## src/rtl/irq_pkg.sv

```systemverilog
package irq_pkg;
   // register offsets
   localparam int OFF_PEND = 0;
   localparam int OFF_MASK = 1;
   localparam int OFF_POL  = 2;
   localparam int OFF_CTRL = 3;
   // external line count is fixed
   localparam int EXT_LINES = 2;
   // polarity reset: both lines sense rising edges
   localparam logic [EXT_LINES-1:0] POL_RESET = '1;
endpackage

```

## src/rtl/irq_sync.sv

```systemverilog
module irq_sync #(
   parameter int WIDTH  = 2,
   parameter int STAGES = 2
) (
   input  logic             clk,
   input  logic             rst_n,
   input  logic [WIDTH-1:0] d,
   output logic [WIDTH-1:0] q
);
   generate
      if (STAGES < 2) begin : g_bad
         $error("irq_sync needs at least two stages");
      end
   endgenerate

   logic [WIDTH-1:0] chain [STAGES];

   generate
      for (genvar s = 0; s < STAGES; s++) begin : g_stage
         always_ff @(posedge clk or negedge rst_n) begin
            if (!rst_n)      chain[s] <= '0;
            else if (s == 0) chain[s] <= d;
            else             chain[s] <= chain[(s == 0) ? 0 : s-1];
         end
      end
   endgenerate

   assign q = chain[STAGES-1];
endmodule

```

## src/rtl/irq_edge_det.sv

```systemverilog
module irq_edge_det #(
   parameter int WIDTH = 4
) (
   input  logic             clk,
   input  logic             rst_n,
   input  logic [WIDTH-1:0] lvl,
   input  logic [WIDTH-1:0] rise_sel,   // 1 = rising, 0 = falling
   output logic [WIDTH-1:0] evt
);
   logic [WIDTH-1:0] prev_q;

   always_ff @(posedge clk or negedge rst_n) begin
      if (!rst_n) prev_q <= '0;
      else        prev_q <= lvl;
   end

   assign evt = (lvl & ~prev_q & rise_sel) | (~lvl & prev_q & ~rise_sel);
endmodule

```

## src/rtl/irq_pend.sv

```systemverilog
module irq_pend #(
   parameter int WIDTH = 8
) (
   input  logic             clk,
   input  logic             rst_n,
   input  logic [WIDTH-1:0] set_v,
   input  logic [WIDTH-1:0] clr_v,
   output logic [WIDTH-1:0] pend
);
   generate
      for (genvar b = 0; b < WIDTH; b++) begin : g_bit
         always_ff @(posedge clk or negedge rst_n) begin
            if (!rst_n)        pend[b] <= 1'b0;
            else if (set_v[b]) pend[b] <= 1'b1;   // a new edge beats a clear
            else if (clr_v[b]) pend[b] <= 1'b0;
         end
      end
   endgenerate
endmodule

```

## src/rtl/irq_regs.sv

```systemverilog
module irq_regs #(
   parameter int N      = 8,
   parameter int EXT_N  = 2,
   parameter int DATA_W = 32,
   parameter int ADDR_W = 2
) (
   input  logic              clk,
   input  logic              rst_n,
   input  logic              sel,
   input  logic              we,
   input  logic [ADDR_W-1:0] addr,
   input  logic [DATA_W-1:0] wdata,
   input  logic [N-1:0]      pend,
   output logic [DATA_W-1:0] rdata,
   output logic [N-1:0]      mask,
   output logic [EXT_N-1:0]  pol,
   output logic              gen_en,
   output logic [N-1:0]      wr_clr
);
   import irq_pkg::*;

   logic wr;
   assign wr = sel & we;

   logic hit_pend, hit_mask, hit_pol, hit_ctrl;
   assign hit_pend = (addr == ADDR_W'(OFF_PEND));
   assign hit_mask = (addr == ADDR_W'(OFF_MASK));
   assign hit_pol  = (addr == ADDR_W'(OFF_POL));
   assign hit_ctrl = (addr == ADDR_W'(OFF_CTRL));

   assign wr_clr = (wr && hit_pend) ? wdata[N-1:0] : '0;

   always_ff @(posedge clk or negedge rst_n) begin
      if (!rst_n) begin
         mask   <= '0;
         pol    <= POL_RESET[EXT_N-1:0];
         gen_en <= 1'b0;
      end else if (wr) begin
         if (hit_mask) mask   <= wdata[N-1:0];
         if (hit_pol)  pol    <= wdata[EXT_N-1:0];
         if (hit_ctrl) gen_en <= wdata[0];
      end
   end

   always_comb begin
      rdata = '0;
      if (hit_pend)      rdata[N-1:0]     = pend;
      else if (hit_mask) rdata[N-1:0]     = mask;
      else if (hit_pol)  rdata[EXT_N-1:0] = pol;
      else if (hit_ctrl) rdata[0]         = gen_en;
   end
endmodule

```

## src/rtl/edge_irq_ctrl.sv

```systemverilog
module edge_irq_ctrl #(
   parameter int NUM_INT     = 6,
   parameter int DATA_W      = 32,
   parameter int ADDR_W      = 2,
   parameter int SYNC_STAGES = 2,
   localparam int EXT_N      = irq_pkg::EXT_LINES,
   localparam int N          = NUM_INT + EXT_N,
   localparam int IDX_W      = (N > 1) ? $clog2(N) : 1
) (
   input  logic              clk,
   input  logic              rst_n,
   input  logic [NUM_INT-1:0] int_req,
   input  logic [EXT_N-1:0]  ext_pin,
   input  logic              bus_sel,
   input  logic              bus_we,
   input  logic [ADDR_W-1:0] bus_addr,
   input  logic [DATA_W-1:0] bus_wdata,
   output logic [DATA_W-1:0] bus_rdata,
   input  logic              ack_valid,
   input  logic [IDX_W-1:0]  ack_idx,
   output logic              irq_out
);
   generate
      if (NUM_INT < 1)  begin : g_chk_int  $error("NUM_INT must be at least 1"); end
      if (N > DATA_W)   begin : g_chk_w    $error("sources exceed DATA_W"); end
      if (ADDR_W < 2)   begin : g_chk_a    $error("ADDR_W must cover four offsets"); end
   endgenerate

   logic [EXT_N-1:0]   ext_sync;
   logic [EXT_N-1:0]   pol;
   logic [NUM_INT-1:0] int_evt;
   logic [EXT_N-1:0]   ext_evt;
   logic [N-1:0]       edge_vec;
   logic [N-1:0]       pend_q;
   logic [N-1:0]       mask_q;
   logic [N-1:0]       wr_clear;
   logic [N-1:0]       ack_clr;
   logic               gen_en;

   irq_sync #(.WIDTH(EXT_N), .STAGES(SYNC_STAGES)) u_sync (
      .clk(clk), .rst_n(rst_n), .d(ext_pin), .q(ext_sync));

   irq_edge_det #(.WIDTH(NUM_INT)) u_int_edge (
      .clk(clk), .rst_n(rst_n), .lvl(int_req), .rise_sel({NUM_INT{1'b1}}), .evt(int_evt));

   irq_edge_det #(.WIDTH(EXT_N)) u_ext_edge (
      .clk(clk), .rst_n(rst_n), .lvl(ext_sync), .rise_sel(pol), .evt(ext_evt));

   assign edge_vec = {ext_evt, int_evt};

   // acknowledge clears only external lines
   generate
      for (genvar i = 0; i < N; i++) begin : g_ack
         if (i >= NUM_INT) begin : g_ext
            assign ack_clr[i] = ack_valid && (ack_idx == IDX_W'(i));
         end else begin : g_int
            assign ack_clr[i] = 1'b0;
         end
      end
   endgenerate

   irq_pend #(.WIDTH(N)) u_pend (
      .clk(clk), .rst_n(rst_n), .set_v(edge_vec), .clr_v(wr_clear | ack_clr), .pend(pend_q));

   irq_regs #(.N(N), .EXT_N(EXT_N), .DATA_W(DATA_W), .ADDR_W(ADDR_W)) u_regs (
      .clk(clk), .rst_n(rst_n), .sel(bus_sel), .we(bus_we), .addr(bus_addr),
      .wdata(bus_wdata), .pend(pend_q), .rdata(bus_rdata), .mask(mask_q),
      .pol(pol), .gen_en(gen_en), .wr_clr(wr_clear));

   assign irq_out = gen_en & (|(pend_q & mask_q));
endmodule

```

## config.mk

```make
export PLATFORM = sky130hd
export DESIGN_NAME = edge_irq_ctrl
export DESIGN_NICKNAME = d
export VERILOG_FILES = /design/src/rtl/irq_pkg.sv /design/src/rtl/irq_sync.sv /design/src/rtl/irq_edge_det.sv /design/src/rtl/irq_pend.sv /design/src/rtl/irq_regs.sv /design/src/rtl/edge_irq_ctrl.sv
export SDC_FILE = /design/constraint.sdc
export NUM_CORES = 1
export LEC_CHECK = 0
export BUFFER_PORTS_ARGS = -buffer_cell sky130_fd_sc_hd__buf_2
export CAP_MARGIN = 30
export CORE_MARGIN = 2
export CORE_UTILIZATION = 35
export CTS_CLUSTER_SIZE = 8
export DETAILED_ROUTE_END_ITERATION = 12
export PLACE_DENSITY_LB_ADDON = 0.15
export SLEW_MARGIN = 15
export SYNTH_ARGS = -nofsm -noshare
export SYNTH_HDL_FRONTEND = slang
export SYNTH_SLANG_ARGS = --single-unit
```

## constraint.sdc

```tcl
create_clock -name clk -period 0.9 [get_ports clk]
set_input_delay 0.045 -clock clk [delete_from_list [all_inputs] [get_ports clk]]
set_output_delay 0.045 -clock clk [all_outputs]
set_load 0.02 [all_outputs]
```

# After elaboration in Yosys (flattened, before gate mapping)

Index checks and enable logic that the tools add are counted.

Equality and inequality tests: 5
Multiplexer cells: 23
Reduce and logical (&&, ||, !) cells: 16
Bitwise logic cells: 14

Operator list:

| operator                                                               | count |
|---|---|
| 1-bit 2-to-1 mux                                                       | 19 |
| 8-bit 2-to-1 mux                                                       | 2 |
| 2-bit nonzero test                                                     | 8 |
| 2-bit bitwise AND                                                      | 4 |
| 8-bit bitwise AND                                                      | 1 |
| 8-bit OR                                                               | 1 |
| 8-bit OR reduction                                                     | 1 |
| 6-bit bitwise AND                                                      | 1 |
| 3-bit equality test (second input constant)                            | 2 |
| 6-bit 2-to-1 mux                                                       | 1 |
| 2-bit inverter                                                         | 3 |
| 6-bit inverter                                                         | 1 |
| 2-bit AND reduction                                                    | 3 |
| 2-bit equality test (second input constant)                            | 2 |
| 1-bit logical AND                                                      | 3 |
| 1-bit bitwise AND                                                      | 2 |
| 2-bit by 1-bit equality test with 1-bit output (second input constant) | 1 |
| 2-bit zero test                                                        | 1 |
| 2-bit 2-to-1 mux                                                       | 1 |
| 2-bit OR                                                               | 1 |

Bits of input ports: 50
Word-level logic and storage cells: 73
Output and inout bits: 33
Register bits: 31

# Logic depth before layout (Yosys ltp)

Gate-level depths: netlist of the first run.

Depth after elaboration: 6
Mapped depth: 4
Depth with buffers taken out: 3

# Cells and area by module

A second synthesis of the first run with hierarchy kept.

Cells, all modules: 149
Area total of the unflattened synthesis: 1721.7 um^2

Modules (own cells, without submodules):

| module                    | seq. area each (um^2) | cells each | times used | area an instance (um^2) |
|---|---|---|---|---|
| irq_regs                  | 277.8                 | 77         | 1          | 867.1 |
| irq_pend                  | 200.2                 | 24         | 1          | 290.3 |
| irq_edge_det (u_int_edge) | 150.1                 | 24         | 1          | 285.3 |
| irq_sync                  | 100.1                 | 6          | 1          | 115.1 |
| irq_edge_det (u_ext_edge) | 50.0                  | 8          | 1          | 95.1 |
| edge_irq_ctrl             | 0.0                   | 10         | 1          | 68.8 |

# Least setup slack after synthesis of the first run

OpenSTA, ideal clock, no wires.

Path kind: register to output
Start point: register u_pend.pend[0]
End point: output bus_rdata[0]
Buffers on the path: 0
Setup slack: -0.032 ns
Arrival time: 0.887 ns
Stages on the path, launching flop included: 2
Required time: 0.855 ns
Cells stage by stage: dfrtp_1 > mux4_2

Cells in the longest elaborated chain, start to end: 1

RTL lines:

| element                          | RTL line            | RTL |
|---|---|---|
| start: declaration               | irq_pend.sv:8       | `output logic [WIDTH-1:0] pend` |
| start signal: indexed assignment | irq_pend.sv:13      | `if (!rst_n) pend[b] <= 1'b0;` |
| start signal: indexed assignment | irq_pend.sv:14      | `else if (set_v[b]) pend[b] <= 1'b1;` |
| start signal: indexed assignment | irq_pend.sv:15      | `else if (clr_v[b]) pend[b] <= 1'b0;` |
| 8-bit 2-to-1 mux                 | irq_regs.sv:47      | `if (hit_pend) rdata[N-1:0] = pend;` |
| end: declaration                 | edge_irq_ctrl.sv:18 | `output logic [DATA_W-1:0] bus_rdata,` |

No other way between the ends.

# Worst setup path after layout of the first run

Ends and elaborated chain as after synthesis.

==> results by group, run 1 <==
Place
  • Dpl cell area: 0.001798 mm^2
  • Dpl cells: 228
  • Hpwl dp: 2380 um
  • Routability cong.: 0.7103
  • Port bufs: 34
  • Pre-CTS setup slack: -188.4 ps

Timing
  • Fmax: 735.5 MHz
  • Final setup fails: 11
  • Fin Setup TNS: -2988 ps
  • Setup ws final: -459.6 ps
  • RSZ-0062 raised after global routing: yes
  • Final hold viol count: 0
  • Fin crit period: 1360 ps
  • Final period util: 1.511
  • Clock skew: 1.320 ps
  • Final Max Tran Viols: 0

Power and ir drop
  • P_sw: 1.141 mW
  • Clock power share: 0.339
  • Leakage: 1.072 nW
  • Sw Ratio: 0.2721
  • Tot Pwr: 4.194 mW
  • Register share of total power: 0.407
  • Comb pwr share: 0.254
  • P_int: 3.053 mW
  • Max rail drop VDD: 0.0008655 V
  • Total power divided by cell area: 1964 mW/mm^2

Finish
  • Final non-filler cell total: 248
  • Final Cell Area: 0.002136 mm^2
  • Nets: 247
  • Inserted Diodes: 0
  • Layout area overhead: 41.66%
  • Layout cell share with drive strength beyond 1: 0.4444

Clock network
  • CTS root buf: clkbuf_8
  • Cts bufs inserted: 5
  • CTS clock-pin slew for the worst setup and hold paths: 70 ps
  • TritonCTS clock tree: done
  • H-Tree Depth: 2
  • Clk Latency, worst-skew pair: 280 ps
  • Clock sink count: 31
  • Worst-case clock buffer depth: 2

Setup path
  • CP Max Fanout: 3
  • Max stage delay on crit path: 480 ps
  • Crit path DAT: 1310 ps
  • Worst setup path class: flop to output port
  • Element type at the critical path start: flop
  • Crit-path cells: mux4_2, buf_6
  • Slowest-stage cell, CP: mux4_2
  • Crit. End Element: output port
  • Req. time, crit path: 850 ps

Floorplan
  • Core area: 0.004086 mm^2
  • Die height: 69.64 um
  • # rows: 23
  • Chip width: 69.64 um
  • Die area: 0.004849 mm^2
  • Initial cell density of the core: 0.3690
  • Ports: 83

Job
  • Max Cap Viol: 0

Global routing
  • Vias in the first global route: 1177
  • Global-route wire length before repair: 5644 um
  • Congestion Overflow GR: 0
  • Largest net degree at the start of global routing: 21
  • GR Util All Layers: 0.1524
  • Initial antenna violation count: 0

Route
  • Vias: 1135
  • Post-route antenna net violation count: 0
  • WL/cell: 13.56 um
  • Drt via density: 4.577
  • DR pass1 iterations: 4
  • DRC viols: 0
  • Routed wire length: 3364 um
  • DR iter-0 viols: 18

Hold path
  • Hold Path Class: input pin to flop

Synth
  • Synth Instances: 129
  • Seq/Total Area, Yosys: 0.5162
  • Synth Area per Inst: 11.69 um^2
  • Seq cells post-synth: 31
  • Synth cell types: 25
  • Warnings from Yosys: 0
  • Mapped Area: 0.001508 mm^2

Status
  • Failing checks: setup timing
  • Outcome: finished, violations left
stage by stage:
step           hold WS (ps)    util
2_1_floorplan        -250.6       -
5_1_grt               11.11  0.5227
3_3_place_gp         -53.49  0.4400
6_report              8.961  0.5227
3_5_place_dp         -48.98  0.4400
4_1_cts               6.818  0.4979
area by class of cell:
| class | count | area (um^2) |
|---|---|---|
| clock buffers | 6 | 82.58 |
| clock inverters | 2 | 35.03 |
| well taps | 50 | 62.56 |
| repair buffers | 65 | 519.2 |
| inverters | 8 | 30.03 |
| fillers | 406 | 1951 |
| flip-flops and latches | 31 | 778.2 |
| multi-input cells | 86 | 628.1 |
cell families (layout without fill, tap and decap cells):
family,after synthesis,after routing,synth area share
buf+inv,35,81,0.1552
flops,31,31,0.5162
simple gates,27,27,0.09627
mux,18,18,0.1361
compound gates,17,17,0.09378
other cells,1,24,0.002487
power groups by stage:
stage	combinational, mW	clock [mW]	sequential (mW)
6_report	1.07	1.42	1.71
5_1_grt	1.15	1.53	1.73
4_1_cts	0.965	1.45	1.70
3_5_place_dp	0.882	0	1.71
3_3_place_gp	0.864	0	1.70
2_1_floorplan	0.580	0	1.69
registers in the layout, indices dropped and copies added, names as in the netlist:
name               count
u_pend.pend            8
u_regs.mask            8
u_int_edge.prev_q      6
u_ext_edge.prev_q      2
u_regs.pol             2
u_sync.chain           2
u_sync.q               2
u_regs.gen_en          1
Yosys cell counts:
cell type	number	area, um^2
nand2_1	10	37.54
buf_4	25	187.7
and4_2	1	10.01
nand3b_1	1	7.510
nand3_1	1	5.000
nand4b_2	1	15.01
conb_1	1	3.750
nand2_2	1	6.260
o221ai_2	2	30.03
nand4b_1	1	8.760
mux2_2	10	112.6
o21ai_0	4	20.02
a22o_1	6	52.55
dfrtp_1	29	725.7
a22oi_1	4	30.03
buf_2	1	5.000
mux4_2	1	22.52
buf_6	1	11.26
dfstp_2	2	52.55
a41oi_1	1	8.760
nor4bb_1	1	10.01
nor2_1	8	30.03
mux2i_1	7	70.07
and2_2	2	15.01
inv_1	8	30.03
cell usage in the layout, fill, tap and decap left out, types with 2 or more instances in the layout:
master / count
dfstp_2: 2
buf_4: 15
inv_1: 8
buf_12: 2
o221ai_2: 2
nor2_1: 7
dfrtp_1: 29
buf_6: 13
conb_1: 24
dlygate4sd3_1: 9
mux2_4: 4
nand2_2: 2
a22o_1: 6
mux2_2: 6
nand2_1: 9
and2_2: 2
mux2i_1: 7
buf_2: 26
clkbuf_8: 6
o21ai_0: 3
a22oi_1: 3
worst max-delay path, delay by kind of cell (launching register included):
| kind | cells | cell delay [ps] |
|---|---|---|
| flops | 1 | 400 |
| buf+inv | 1 | 150 |
| mux | 1 | 480 |
worst paths after layout:
| path | slack [ps] | start | endpoint | depth (start not counted) |
|---|---|---|---|---|
| worst min-delay path | 9 | bus_wdata[3] | u_regs.mask[3] | 2 |
| min in group asynchronous | 180 | rst_n | u_sync.q[0] | 2 |
| worst max-delay path | -460 | u_pend.pend[0] | bus_rdata[0] | 2 |
| worst max register to register | -20 | u_regs.pol[0] | u_pend.pend[6] | 4 |
| worst min register to register | 350 | u_sync.chain[3] | u_sync.q[1] | 0 |
| max in group asynchronous | 310 | rst_n | u_regs.mask[0] | 3 |
routing by layer:
layer / part of all wire / vias up / GRT usage / routed length [um]
met3: 0.064 / 7 / 0.05378 / 216
met1: 0.44 / 549 / 0.1851 / 1465
met4: 0.017 / 0 / 0.05769 / 57
li1: - / 529 / - / -
met2: 0.48 / 50 / 0.2489 / 1624
met5: 0 / - / 0 / 0
what timing repair did:
action                                 CTS  global route
setup buffers                            0             3
resized for setup                        9            21
pin swaps                                2            10
hold buffers                             9             0
setup endpoints to repair               11            15
endpoints found under the hold margin   42             0
Power figures use the tool's default switching activity.
==> inputs of run 2 (changes only) <==
clock period = 1.3 ns   (was 0.9 ns; I/O delays follow)
==> run 2 against run 1 <==
Compared with the run above:
- the run still ends with setup timing left
- setup slack better by 390 ps
- die area unchanged
- total power decreased by 42%
- register-to-register slack improved by 440 ps
- hold slack better by 21 ps
- flip-flop and latch count did not move
- final cell count shrank 5.6%
- critical endpoint unchanged
==> results by group, run 2 (same netlist as run 1, synthesis figures left out) <==
Status
  • Outcome: finished, violations left
  • Failing checks: setup timing

Setup path
  • FF-to-FF path depth: 3
  • Crit. End Element: output port
  • Element type at the critical path start: flop
  • Worst setup path class: flop to output port
  • Worst r2r src: u_regs.pol[0]
  • CP startpoint: u_pend.pend[0]
  • CP Max Fanout: 3
  • Crit path DAT: 1310 ps
  • Req. time, crit path: 1240 ps

Floorplan
  • Die area: 0.004849 mm^2
  • Core area: 0.004086 mm^2
  • Initial cell density of the core: 0.3690
  • # rows: 23
  • Ports: 83
  • Die height: 69.64 um
  • Chip width: 69.64 um

Route
  • DRC viols: 0
  • Routed wire length: 2990 um
  • DR pass1 iterations: 3
  • Drt via density: 4.543
  • DR iter-0 viols: 16
  • Post-route antenna net violation count: 0
  • WL/cell: 12.78 um
  • Vias: 1063

Power and ir drop
  • Sw Ratio: 0.2960
  • Register share of total power: 0.486
  • Comb pwr share: 0.215
  • Max rail drop VDD: 0.0005980 V
  • Clock power share: 0.298
  • P_int: 1.715 mW
  • Total power divided by cell area: 1297 mW/mm^2
  • Leakage: 0.9292 nW
  • P_sw: 0.7213 mW

Global routing
  • Vias in the first global route: 1110
  • Largest net degree at the start of global routing: 32
  • Congestion Overflow GR: 0
  • GR Util All Layers: 0.1381
  • Global-route wire length before repair: 5237 um
  • Initial antenna violation count: 0

Timing
  • Fin crit period: 1371 ps
  • Fin Setup TNS: -71.45 ps
  • Final period util: 1.055
  • Final setup fails: 1
  • Slew at the pin closest to its max-slew limit: 695.2 ps
  • Max_slew headroom: 0.5365
  • Clock skew: 8.099 ps
  • Fmax: 729.2 MHz
  • RSZ-0062 raised after global routing: yes
  • Final hold viol count: 0
  • Setup ws final: -71.45 ps
  • Final Max Tran Viols: 0

Place
  • Pre-CTS setup slack: 124.6 ps
  • Dpl cell area: 0.001675 mm^2
  • Port bufs: 34
  • Routability cong.: 0.7904
  • Dpl cells: 216
  • Hpwl dp: 2243 um

Clock network
  • Cts bufs inserted: 5
  • TritonCTS clock tree: done
  • Worst-case clock buffer depth: 2
  • Clock sink count: 31
  • CTS clock-pin slew for the worst setup and hold paths: 70 ps
  • Clk Latency, worst-skew pair: 280 ps
  • H-Tree Depth: 2
  • CTS root buf: clkbuf_8

Finish
  • Layout cell share with drive strength beyond 1: 0.3859
  • Filler cells: 406
  • Nets: 233
  • Final non-filler cell total: 234
  • Inserted Diodes: 0
  • Largest regs: u_pend.pend x8, u_regs.mask x8, u_int_edge.prev_q x6
  • Multi-input logic area: 591.8 um^2
  • Layout area overhead: 24.65%
  • Most common cell after layout, fill and taps aside: buf_2
  • Most frequent cells in the layout: buf_2, dfrtp_1, conb_1
  • FF+latch area: 778.2 um^2
  • Final Cell Area: 0.001879 mm^2

Hold path
  • Hold Path Class: input pin to flop
  • Hold wc startpoint: bus_wdata[4]
  • Hold Crit Depth: 2

Job
  • Max Cap Viol: 0
==> run 2: changes by cell type in the layout (fill, tap and decap cells not counted), moves of 2 or more <==
cell    delta
buf_12     -2
buf_2      +5
buf_4      -5
buf_6     -12
mux2_2     +4
mux2_4     -4
==> run 2: cell type report <==
cell class                      count  share of cell area
Sequential cell                    31              0.4141
Inverter                            8             0.01598
Multi-Input combinational cell     86              0.3149
Tap cell                           50             0.03329
Clock inverter                      2            0.006658
Timing Repair Buffer               51              0.1764
Clock buffer                        6             0.03862
==> run 2: path summary, 6_finish.rpt <==
check                                             to  slack, ps
worst max-delay path                    bus_rdata[0]        -70
worst min-delay path                  u_regs.mask[4]         30
worst max register to register        u_pend.pend[6]        420
worst min register to register           u_sync.q[1]        350
max in group asynchronous       u_int_edge.prev_q[0]        490
min in group asynchronous       u_ext_edge.prev_q[0]        360
==> run 2: metal layers <==
metal  share of wire  up-vias  GRT usage
li1                -      502          -
met1            0.44      505     0.1661
met2            0.46       48     0.2265
met3           0.076        8    0.04215
met4           0.022        0    0.06410
met5               0        -          0
==> run 2: power by group through the flow <==
stage          sequential, mW  clock, mW  combinational [mW]
5_1_grt                  1.20      0.791               0.579
6_report                 1.19      0.727               0.525
3_5_place_dp             1.20          0               0.486
4_1_cts                  1.18      0.758               0.529
2_1_floorplan            1.17          0               0.391
3_3_place_gp             1.19          0               0.475
==> run 2: timing repair <==
item	in CTS	in global routing
endpoints found under the hold margin	37	0
gates resized for setup	4	3
setup buffers	1	0
setup endpoints to repair	2	3
hold buffers	9	0
==> run 2: metrics by stage <==
stage / total power, mW / hold slack [ps] / util
global route: 2.572 / 24.84 / 0.4599
CTS: 2.470 / 20.26 / 0.4581
finish: 2.437 / 30.23 / 0.4599
global placement: 1.667 / 135.5 / 0.4100
detailed placement: 1.685 / 157.6 / 0.4100
floorplan: 1.560 / -230.6 / -
==> run 2: worst max-delay path, cell delays in order, from the launching register on <==
cell and delay [ps]:
dfrtp_1 400, mux4_2 480, buf_6 150
==> inputs of run 3 (changes only) <==
CAP_MARGIN = unset   (was 30)
clock period = 1.4 ns   (was 1.3 ns; I/O delays follow)
==> run 3 against run 2 <==
Compared with the run above:
- final cell count decreased by 1.3%
- first-iteration DRC count increased by 75%
- the flow now finishes without violations
- die area is the same
- critical endpoint unchanged
- design area decreased by 1.2%
==> results by group, run 3 (same netlist as run 1, synthesis figures left out) <==
Status
  • Outcome: completed

Setup path
  • CP Max Fanout: 3
  • Worst setup path class: flop to output port
  • Crit. End Element: output port
  • Element type at the critical path start: flop
  • Crit path DAT: 1300 ps
  • Req. time, crit path: 1330 ps

Global routing
  • Global-route wire length before repair: 4857 um
  • Largest net degree at the start of global routing: 32
  • Congestion Overflow GR: 0
  • Vias in the first global route: 1033
  • Initial antenna violation count: 0
  • GR Util All Layers: 0.1299

Floorplan
  • Die height: 69.64 um
  • Ports: 83
  • # rows: 23
  • Initial cell density of the core: 0.3690
  • Core area: 0.004086 mm^2
  • Die area: 0.004849 mm^2
  • Chip width: 69.64 um

Clock network
  • Worst-case clock buffer depth: 2
  • Cts bufs inserted: 5
  • Clock sink count: 31
  • Clk Latency, worst-skew pair: 280 ps
  • TritonCTS clock tree: done
  • CTS root buf: clkbuf_8
  • H-Tree Depth: 2
  • CTS clock-pin slew for the worst setup and hold paths: 60 ps

Place
  • Routability cong.: 0.7816
  • Port bufs: 34
  • Hpwl dp: 2163 um

Finish
  • Final Core Density: 0.4544
  • Nets: 230
  • Inserted Diodes: 0
  • Most common cell after layout, fill and taps aside: buf_2
  • Layout area overhead: 23.15%
  • Layout cell share with drive strength beyond 1: 0.3646
  • Largest regs: u_pend.pend x8, u_regs.mask x8, u_int_edge.prev_q x6
  • Most frequent cells in the layout: buf_2, dfrtp_1, conb_1, nand2_1, mux2_2
  • Filler cells: 396

Power and ir drop
  • P_sw: 0.6382 mW
  • Register share of total power: 0.472
  • Clock power share: 0.324
  • Comb pwr share: 0.204
  • Total power divided by cell area: 1251 mW/mm^2
  • Leakage: 0.9251 nW
  • P_int: 1.684 mW
  • Sw Ratio: 0.2748
  • Max rail drop VDD: 0.0005227 V
  • Tot Pwr: 2.322 mW

Timing
  • Slew at the pin closest to its max-slew limit: 691.7 ps
  • Final period util: 0.9802
  • Final hold slack: 40.53 ps
  • RSZ-0062 raised after global routing: no
  • Fin Setup TNS: 0 ps
  • Final setup fails: 0
  • Final hold viol count: 0
  • Fmax: 728.7 MHz
  • Final Max Tran Viols: 0
  • Fin crit period: 1372 ps
  • Max_slew headroom: 0.5389
  • Clock skew: 4.034 ps

Route
  • DR pass1 iterations: 4
  • DR iter-0 viols: 28
  • Drt via density: 4.550
  • DRC viols: 0
  • Vias: 1051
  • WL/cell: 12.54 um
  • Routed wire length: 2897 um
  • Post-route antenna net violation count: 0

Hold path
  • Hold Path Class: input pin to flop

Job
  • Max Cap Viol: 0
==> run 3: path summary, 6_finish.rpt <==
path | startpoint | end | slack [ps] | cells past startpoint
worst max-delay path | u_pend.pend[0] | bus_rdata[0] | 30 | 2
worst min-delay path | bus_wdata[2] | u_regs.mask[2] | 40 | 2
worst max register to register | u_regs.pol[0] | u_pend.pend[6] | 530 | 3
worst min register to register | u_sync.chain[2] | u_sync.q[0] | 350 | 0
max in group asynchronous | rst_n | u_int_edge.prev_q[1] | 590 | 2
min in group asynchronous | rst_n | u_ext_edge.prev_q[0] | 370 | 2
==> run 3: repair_timing <==
item,4_1_cts,5_1_grt
gates resized for setup,0,2
setup buffers,0,1
hold buffers,9,0
endpoints found under the hold margin,37,0
endpoints found under the setup margin,0,1
==> run 3: critical path, cell delays in order (launching register included) <==
cell and delay [ps]:
dfrtp_1 400, mux4_2 480, buf_6 150
==> run 3: power groups by stage <==
stage | registers [mW] | clock network, mW | logic, mW
floorplan | 1.09 | 0 | 0.363
global route | 1.11 | 0.830 | 0.517
detailed placement | 1.11 | 0 | 0.444
finish | 1.10 | 0.753 | 0.473
CTS | 1.10 | 0.785 | 0.464
global placement | 1.11 | 0 | 0.437
==> run 3: metrics by stage <==
| stage | setup slack (ps) | instance area [um^2] | cells |
|---|---|---|---|
| after floorplan | 443.3 | 1594 | 152 |
| after global placement | 225.1 | 1653 | 213 |
| after detailed placement | 223.2 | 1653 | 213 |
| after CTS | 9.321 | 1843 | 230 |
| after global routing | 9.019 | 1857 | 231 |
| final | 27.77 | 1857 | 231 |
==> run 3: layer usage <==
metal / global-route usage / part of all wire / up-vias
met5: 0 / 0 / -
met4: 0.05128 / 0.013 / 0
met3: 0.05523 / 0.079 / 4
met2: 0.2105 / 0.48 / 50
met1: 0.1526 / 0.42 / 502
li1: - / - / 495
==> run 3: cell type report <==
| type | instances | area, um^2 | area share |
|---|---|---|---|
| flip-flops and latches | 31 | 778.2 | 0.4191 |
| multi-input cells | 86 | 581.8 | 0.3133 |
| repair buffers | 48 | 304.0 | 0.1637 |
| clock buffers | 8 | 100.1 | 0.05391 |
| well taps | 50 | 62.56 | 0.03369 |
| inverters | 8 | 30.03 | 0.01617 |
